[src/rtl/rle_enc_pkg.sv]
package rle_enc_pkg;

    typedef enum logic [1:0] {
        ST_IDLE,
        ST_RUN,
        ST_VALP
    } rle_state_e;

    typedef enum logic [1:0] {
        TRK_HOLD,
        TRK_START,
        TRK_BUMP,
        TRK_PARK
    } trk_op_e;

endpackage

[src/rtl/rle_width_mask.sv]
module rle_width_mask #(
    parameter int DATA_W = 32
) (
    input  logic [1:0]          sel,
    input  logic [DATA_W-1:0]   raw,
    output logic [DATA_W-1:0]   masked,
    output logic [DATA_W-1:0]   keep,
    output logic [DATA_W-1:0]   flag,
    output logic [DATA_W-2:0]   cnt_max
);
    localparam int CNT_W = DATA_W - 1;

    always_comb begin
        unique case (sel)
            2'd0: begin
                keep    = DATA_W'(8'hFF);
                flag    = DATA_W'(8'h80);
                cnt_max = CNT_W'(7'h7F);
            end
            2'd1: begin
                keep    = DATA_W'(16'hFFFF);
                flag    = DATA_W'(16'h8000);
                cnt_max = CNT_W'(15'h7FFF);
            end
            default: begin
                keep    = '1;
                flag    = {1'b1, {CNT_W{1'b0}}};
                cnt_max = '1;
            end
        endcase
    end

    assign masked = raw & keep;

endmodule

[src/rtl/rle_run_track.sv]
module rle_run_track
    import rle_enc_pkg::*;
#(
    parameter int DATA_W = 32
) (
    input  logic                clk,
    input  logic                rst_n,
    input  trk_op_e             op,
    input  logic [DATA_W-1:0]   src,
    output logic [DATA_W-1:0]   run_val,
    output logic [DATA_W-2:0]   run_cnt,
    output logic [DATA_W-1:0]   pend_val
);
    localparam int CNT_W = DATA_W - 1;

    always_ff @(posedge clk or negedge rst_n) begin
        if (!rst_n) begin
            run_val  <= '0;
            run_cnt  <= '0;
            pend_val <= '0;
        end else begin
            unique case (op)
                TRK_START: begin
                    run_val <= src;
                    run_cnt <= CNT_W'(1);
                end
                TRK_BUMP:  run_cnt  <= run_cnt + CNT_W'(1);
                TRK_PARK:  pend_val <= src;
                default:   ;
            endcase
        end
    end

endmodule

[src/rtl/rle_out_reg.sv]
module rle_out_reg #(
    parameter int DATA_W = 32
) (
    input  logic                clk,
    input  logic                rst_n,
    input  logic                load,
    input  logic [DATA_W-1:0]   load_word,
    input  logic                load_cnt,
    input  logic                out_ready,
    output logic                out_valid,
    output logic [DATA_W-1:0]   out_data,
    output logic                out_is_cnt,
    output logic                slot_free
);
    assign slot_free = !out_valid || out_ready;

    always_ff @(posedge clk or negedge rst_n) begin
        if (!rst_n) begin
            out_valid  <= 1'b0;
            out_data   <= '0;
            out_is_cnt <= 1'b0;
        end else if (load) begin
            out_valid  <= 1'b1;
            out_data   <= load_word;
            out_is_cnt <= load_cnt;
        end else if (out_ready) begin
            out_valid  <= 1'b0;
        end
    end

endmodule

[src/rtl/rle_encoder.sv]
module rle_encoder
    import rle_enc_pkg::*;
#(
    parameter int DATA_W = 32
) (
    input  logic                clk,
    input  logic                rst_n,
    input  logic [1:0]          cfg_width,
    input  logic                rle_en,
    input  logic                flush,
    input  logic                in_valid,
    output logic                in_ready,
    input  logic [DATA_W-1:0]   in_data,
    output logic                out_valid,
    input  logic                out_ready,
    output logic [DATA_W-1:0]   out_data
);
    localparam int CNT_W = DATA_W - 1;

    rle_state_e          state, state_nxt;
    trk_op_e             trk_op;
    logic [DATA_W-1:0]   trk_src;
    logic [DATA_W-1:0]   samp_m, keep, flag;
    logic [CNT_W-1:0]    cnt_max, run_cnt;
    logic [DATA_W-1:0]   run_val, pend_val;
    logic                ld, ld_cnt, slot_free, out_is_cnt, same;
    logic [DATA_W-1:0]   ld_word;

    rle_width_mask #(.DATA_W(DATA_W)) u_mask (
        .sel     (cfg_width),
        .raw     (in_data),
        .masked  (samp_m),
        .keep    (keep),
        .flag    (flag),
        .cnt_max (cnt_max)
    );

    rle_run_track #(.DATA_W(DATA_W)) u_track (
        .clk      (clk),
        .rst_n    (rst_n),
        .op       (trk_op),
        .src      (trk_src),
        .run_val  (run_val),
        .run_cnt  (run_cnt),
        .pend_val (pend_val)
    );

    rle_out_reg #(.DATA_W(DATA_W)) u_out (
        .clk        (clk),
        .rst_n      (rst_n),
        .load       (ld),
        .load_word  (ld_word),
        .load_cnt   (ld_cnt),
        .out_ready  (out_ready),
        .out_valid  (out_valid),
        .out_data   (out_data),
        .out_is_cnt (out_is_cnt),
        .slot_free  (slot_free)
    );

    assign same = (samp_m == run_val);

    // state register
    always_ff @(posedge clk or negedge rst_n) begin
        if (!rst_n) state <= ST_IDLE;
        else        state <= state_nxt;
    end

    // next state and word issue
    always_comb begin
        state_nxt = state;
        trk_op    = TRK_HOLD;
        trk_src   = samp_m;
        ld        = 1'b0;
        ld_cnt    = 1'b0;
        ld_word   = samp_m;
        in_ready  = 1'b0;
        unique case (state)
            ST_IDLE: begin
                in_ready = slot_free && !flush;
                if (in_valid && in_ready) begin
                    ld = 1'b1;                        // pass or open
                    if (rle_en) begin
                        trk_op    = TRK_START;
                        state_nxt = ST_RUN;
                    end
                end
            end
            ST_RUN: begin
                if (slot_free) begin
                    if (flush) begin                  // close
                        if (run_cnt > CNT_W'(1)) begin
                            ld      = 1'b1;
                            ld_cnt  = 1'b1;
                            ld_word = flag | {1'b0, run_cnt};
                        end
                        state_nxt = ST_IDLE;
                    end else begin
                        in_ready = 1'b1;
                        if (in_valid) begin
                            if (same) begin
                                if (run_cnt == cnt_max - CNT_W'(1)) begin  // saturate
                                    ld        = 1'b1;
                                    ld_cnt    = 1'b1;
                                    ld_word   = flag | {1'b0, cnt_max};
                                    state_nxt = ST_IDLE;
                                end else begin                             // extend
                                    trk_op = TRK_BUMP;
                                end
                            end else if (run_cnt > CNT_W'(1)) begin        // split
                                ld        = 1'b1;
                                ld_cnt    = 1'b1;
                                ld_word   = flag | {1'b0, run_cnt};
                                trk_op    = TRK_PARK;
                                state_nxt = ST_VALP;
                            end else begin                                 // replace
                                ld     = 1'b1;
                                trk_op = TRK_START;
                            end
                        end
                    end
                end
            end
            ST_VALP: begin
                if (slot_free) begin                  // reopen
                    ld        = 1'b1;
                    ld_word   = pend_val;
                    trk_src   = pend_val;
                    trk_op    = TRK_START;
                    state_nxt = ST_RUN;
                end
            end
            default: state_nxt = ST_IDLE;
        endcase
    end

endmodule

[config.mk]
export PLATFORM = sky130hd
export DESIGN_NAME = rle_encoder
export DESIGN_NICKNAME = d
export VERILOG_FILES = /design/src/rtl/rle_enc_pkg.sv /design/src/rtl/rle_width_mask.sv /design/src/rtl/rle_run_track.sv /design/src/rtl/rle_out_reg.sv /design/src/rtl/rle_encoder.sv
export SDC_FILE = /design/constraint.sdc
export NUM_CORES = 1
export LEC_CHECK = 0
export BUFFER_PORTS_ARGS = -buffer_cell sky130_fd_sc_hd__buf_2
export CORE_ASPECT_RATIO = 1.2
export CORE_UTILIZATION = 50
export CTS_CLUSTER_DIAMETER = 200
export DETAILED_ROUTE_END_ITERATION = 8
export PLACE_DENSITY = 0.71
export SLEW_MARGIN = 20
export SYNTH_ARGS = -nofsm -noshare
export SYNTH_HDL_FRONTEND = slang
export SYNTH_SLANG_ARGS = --single-unit
export TNS_END_PERCENT = 5
[constraint.sdc]
create_clock -name clk -period 4.1 [get_ports clk]
set_input_delay 0.82 -clock clk [delete_from_list [all_inputs] [get_ports clk]]
set_output_delay 0.82 -clock clk [all_outputs]
set_load 0.01 [all_outputs]
==> reports/qor.txt <==
status: finished clean
via count: 8507
worst hold slack: 0.478 ns
Initial Utilization: 0.514
Wirelength per Cell: 18.8 um
Critical Path Sink Type: flop
CP max stage delay: 0.41 ns
Slowest cell on crit path: or3_4
final worst-path cycle share: 0.975
post-route ant nets: 0
Vias/cell: 6.06
setup total negative slack: 0 ns
number of synthesized flops with an enable pin: 0
Root Driver: clkbuf_16
H-tree depth: 4
dpl cells: 1363
Port Buffer Count: 73
first-pass GRT wire length: 41600 um
setup ws final: 0.102 ns
Critical Path RT: 4.41 ns
Min-Delay Path Class: input pin to asynchronous set/reset pin
CTS buffer count: 17
vias in the first global route: 7868
core area: 0.0163 sq mm
max-slew violations: 0
Crit path top cell by count: nor2_1
TritonCTS clock tree: done
share of cells above drive strength 1: 0.225
CP Max Fanout: 13
Slew @ Worst Pin: 0.942 ns
Worst Setup Path Type: input pin to flop
# diodes: 0
die span in x: 120 um
Final Hold Violating Endpoints: 0
post-route total power: 6.52 mW
Slew Limit Headroom: 0.372
IO Pins: 74
ys async rst share: 1.00
Gate Count Post-Synth: 1051
FILL cells: 1390
GRT overflow: 0
crit-path cells: buf_8, nor2_4, nor2_1, o32a_1, a2111oi_4, nand4_4, a22o_1, nand3_2, a21oi_4, ha_4, and3_4, nand3_4, nor3_4, nand4_1, or3_4, or2_4, xor2_1, nor2_1
RSZ-0062 raised after global routing: yes
Netlist cell types: 69
P_leak: 4.76 nW
placed cell area: 0.00956 sq mm
Clock transition at path regs: 0.06 ns
CTS sink cnt: 130
GRT Total Usage: 0.315
Yosys reg bits: 130
num rows: 51
final setup violating endpoints: 0
largest net degree at the start of global routing: 99
fin cells: 1403
Max Freq: 250 MHz
Post-synth top flop: dfrtp_1
post-place setup slack: -0.538 ns
design area: 0.0104 sq mm
PD cells: 627 mW/mm^2
Final Critical Period: 4.00 ns
Iter 0 DRT Violations: 905
Layout Nets: 1231
skew final: 0.00838 ns
Syn Nets: 1102
WP data arrival: 4.31 ns
max-capacitance violation count: 0
initial antenna violation count: 0
Final Util: 0.639
Yosys Warn Count: 0
gp weighted congestion: 0.955
mapped cell area: 0.00836 sq mm
clock latency on the worst-skew pair: 0.43 ns
Routed WL: 26300 um
mean area per synthesized cell: 7.96 sq um
Seq/Total Area, Yosys: 0.389
hold buffer count at cts: 0
DRC viols: 0
DP HPWL: 18300 um
TritonRoute pass-1 iters: 5
Clock Tree Buf Depth: 2
Layout area overhead: 24.4%
die area: 0.0172 sq mm
VDD IR-drop max: 0.000475 V
Worst setup SP type: input pin
die height: 144 um
==> power by group <==
part	total (mW)	internal, mW	switching, mW
sequential	2.05	1.68	0.374
clock	1.49	0.929	0.558
combinational	2.98	1.20	1.78
==> kinds of logic (layout without fill, tap and decap cells) <==
group / after synthesis / after routing / synth area share
and+or+nand+nor: 455 / 455 / 0.252
adders and majority gates: 11 / 11 / 0.0165
xor gates and xnor gates: 36 / 36 / 0.0377
DFF: 130 / 130 / 0.389
buffers and inverters: 103 / 243 / 0.0539
muxes: 11 / 11 / 0.0151
AOI/OAI and AO/OA: 305 / 305 / 0.235
==> cells in the mapped netlist, types with 5 or more instances <==
cell type / instances / area [sq um]
a2111oi_0: 16 / 140
a21oi_1: 93 / 465
a221o_1: 8 / 80.1
a221oi_1: 7 / 61.3
a22o_1: 9 / 78.8
a22oi_1: 8 / 60.1
a31oi_1: 11 / 68.8
a32o_1: 8 / 80.1
and2_1: 5 / 31.3
and4b_1: 6 / 60.1
buf_1: 8 / 30.0
buf_4: 6 / 45.0
buf_6: 5 / 56.3
clkbuf_1: 50 / 188
dfrtp_1: 130 / 3250
ha_1: 11 / 138
inv_1: 31 / 116
mux2_2: 9 / 101
nand2_1: 171 / 642
nand3_1: 34 / 170
nand4_1: 11 / 68.8
nand4b_1: 8 / 70.1
nor2_1: 139 / 522
nor2b_1: 15 / 93.8
nor3_1: 13 / 65.1
nor3b_1: 9 / 67.6
nor4_1: 12 / 75.1
o21ai_0: 96 / 480
o22ai_1: 8 / 50.1
or3_1: 6 / 37.5
xnor2_1: 11 / 96.3
xor2_1: 25 / 219
==> critical path, delay by kind of cell <==
| kind | cells | cell delay [ns] |
|---|---|---|
| compound gates | 4 | 1.09 |
| xor+xnor | 1 | 0.15 |
| fa+ha+maj | 1 | 0.28 |
| buf+inv | 1 | 0.13 |
| simple gates | 11 | 1.80 |
==> cell type report <==
cell class,count,area [sq um],share of cell area
Inverter,31,116,0.0112
Timing Repair Buffer,182,1300,0.125
Sequential cell,130,3250,0.313
Tap cell,212,265,0.0255
Clock buffer,20,467,0.0449
Multi-Input combinational cell,818,4900,0.471
Clock inverter,10,110,0.0106
==> worst paths after layout <==
path	start	to	slack, ns	cells past startpoint
worst max register to register	u_track.run_val[1]$_DFFE_PN0N_	u_track.run_cnt[27]$_DFFE_PN0P_	0.15	18
max in group asynchronous	rst_n	u_track.run_val[27]$_DFFE_PN0N_	2.79	2
worst min register to register	u_out.out_data[19]$_DFFE_PN0P_	u_out.out_data[19]$_DFFE_PN0P_	0.48	2
worst max-delay path	cfg_width[1]	u_track.run_cnt[27]$_DFFE_PN0P_	0.10	18
min in group clk	u_out.out_data[19]$_DFFE_PN0P_	u_out.out_data[19]$_DFFE_PN0P_	0.48	2
worst min-delay path	rst_n	u_out.out_data[1]$_DFFE_PN0P_	0.48	1
==> flip-flops by register name, summed over array words and instances, names as in the netlist <==
signal	flops
u_track.run_val	32
state	2
u_track.run_cnt	31
u_out.out_data	32
u_track.pend_val	32
u_out.out_valid	1
==> what timing repair did <==
action                                  4_1_cts  5_1_grt
pin swaps                                    14       17
setup buffers                                 4        6
gates cloned                                  0        0
endpoints found under the setup margin        7       12
resized for setup                            14       24
hold endpoints to repair                      0        0
==> layer usage <==
layer  track usage  vias to the layer above  wire length, um
met5             0                        -                0
met3        0.0480                       60             1850
met2         0.486                      399            12100
li1              -                     4015                -
met4         0.138                        0              738
met1         0.436                     4033            11600
==> cell usage in the layout (no fill, tap or decap), types with 5 or more instances in the layout <==
cell type,n
and4b_1,6
o21ai_0,93
buf_12,6
nor3b_1,9
nor3_1,11
a32o_1,8
a22o_1,9
nand4_1,11
a21oi_1,90
buf_6,5
clkbuf_16,17
a221oi_1,6
nand3_1,32
nand4b_1,8
nor2_1,139
nor4_1,10
buf_2,68
ha_1,8
buf_4,102
o22ai_1,8
inv_1,30
a22oi_1,8
a31oi_1,11
nor2b_1,15
dfrtp_1,130
a221o_1,8
xor2_1,24
xnor2_1,7
mux2_2,9
a2111oi_0,14
nand2_1,171
Power figures use the tool's default switching activity.
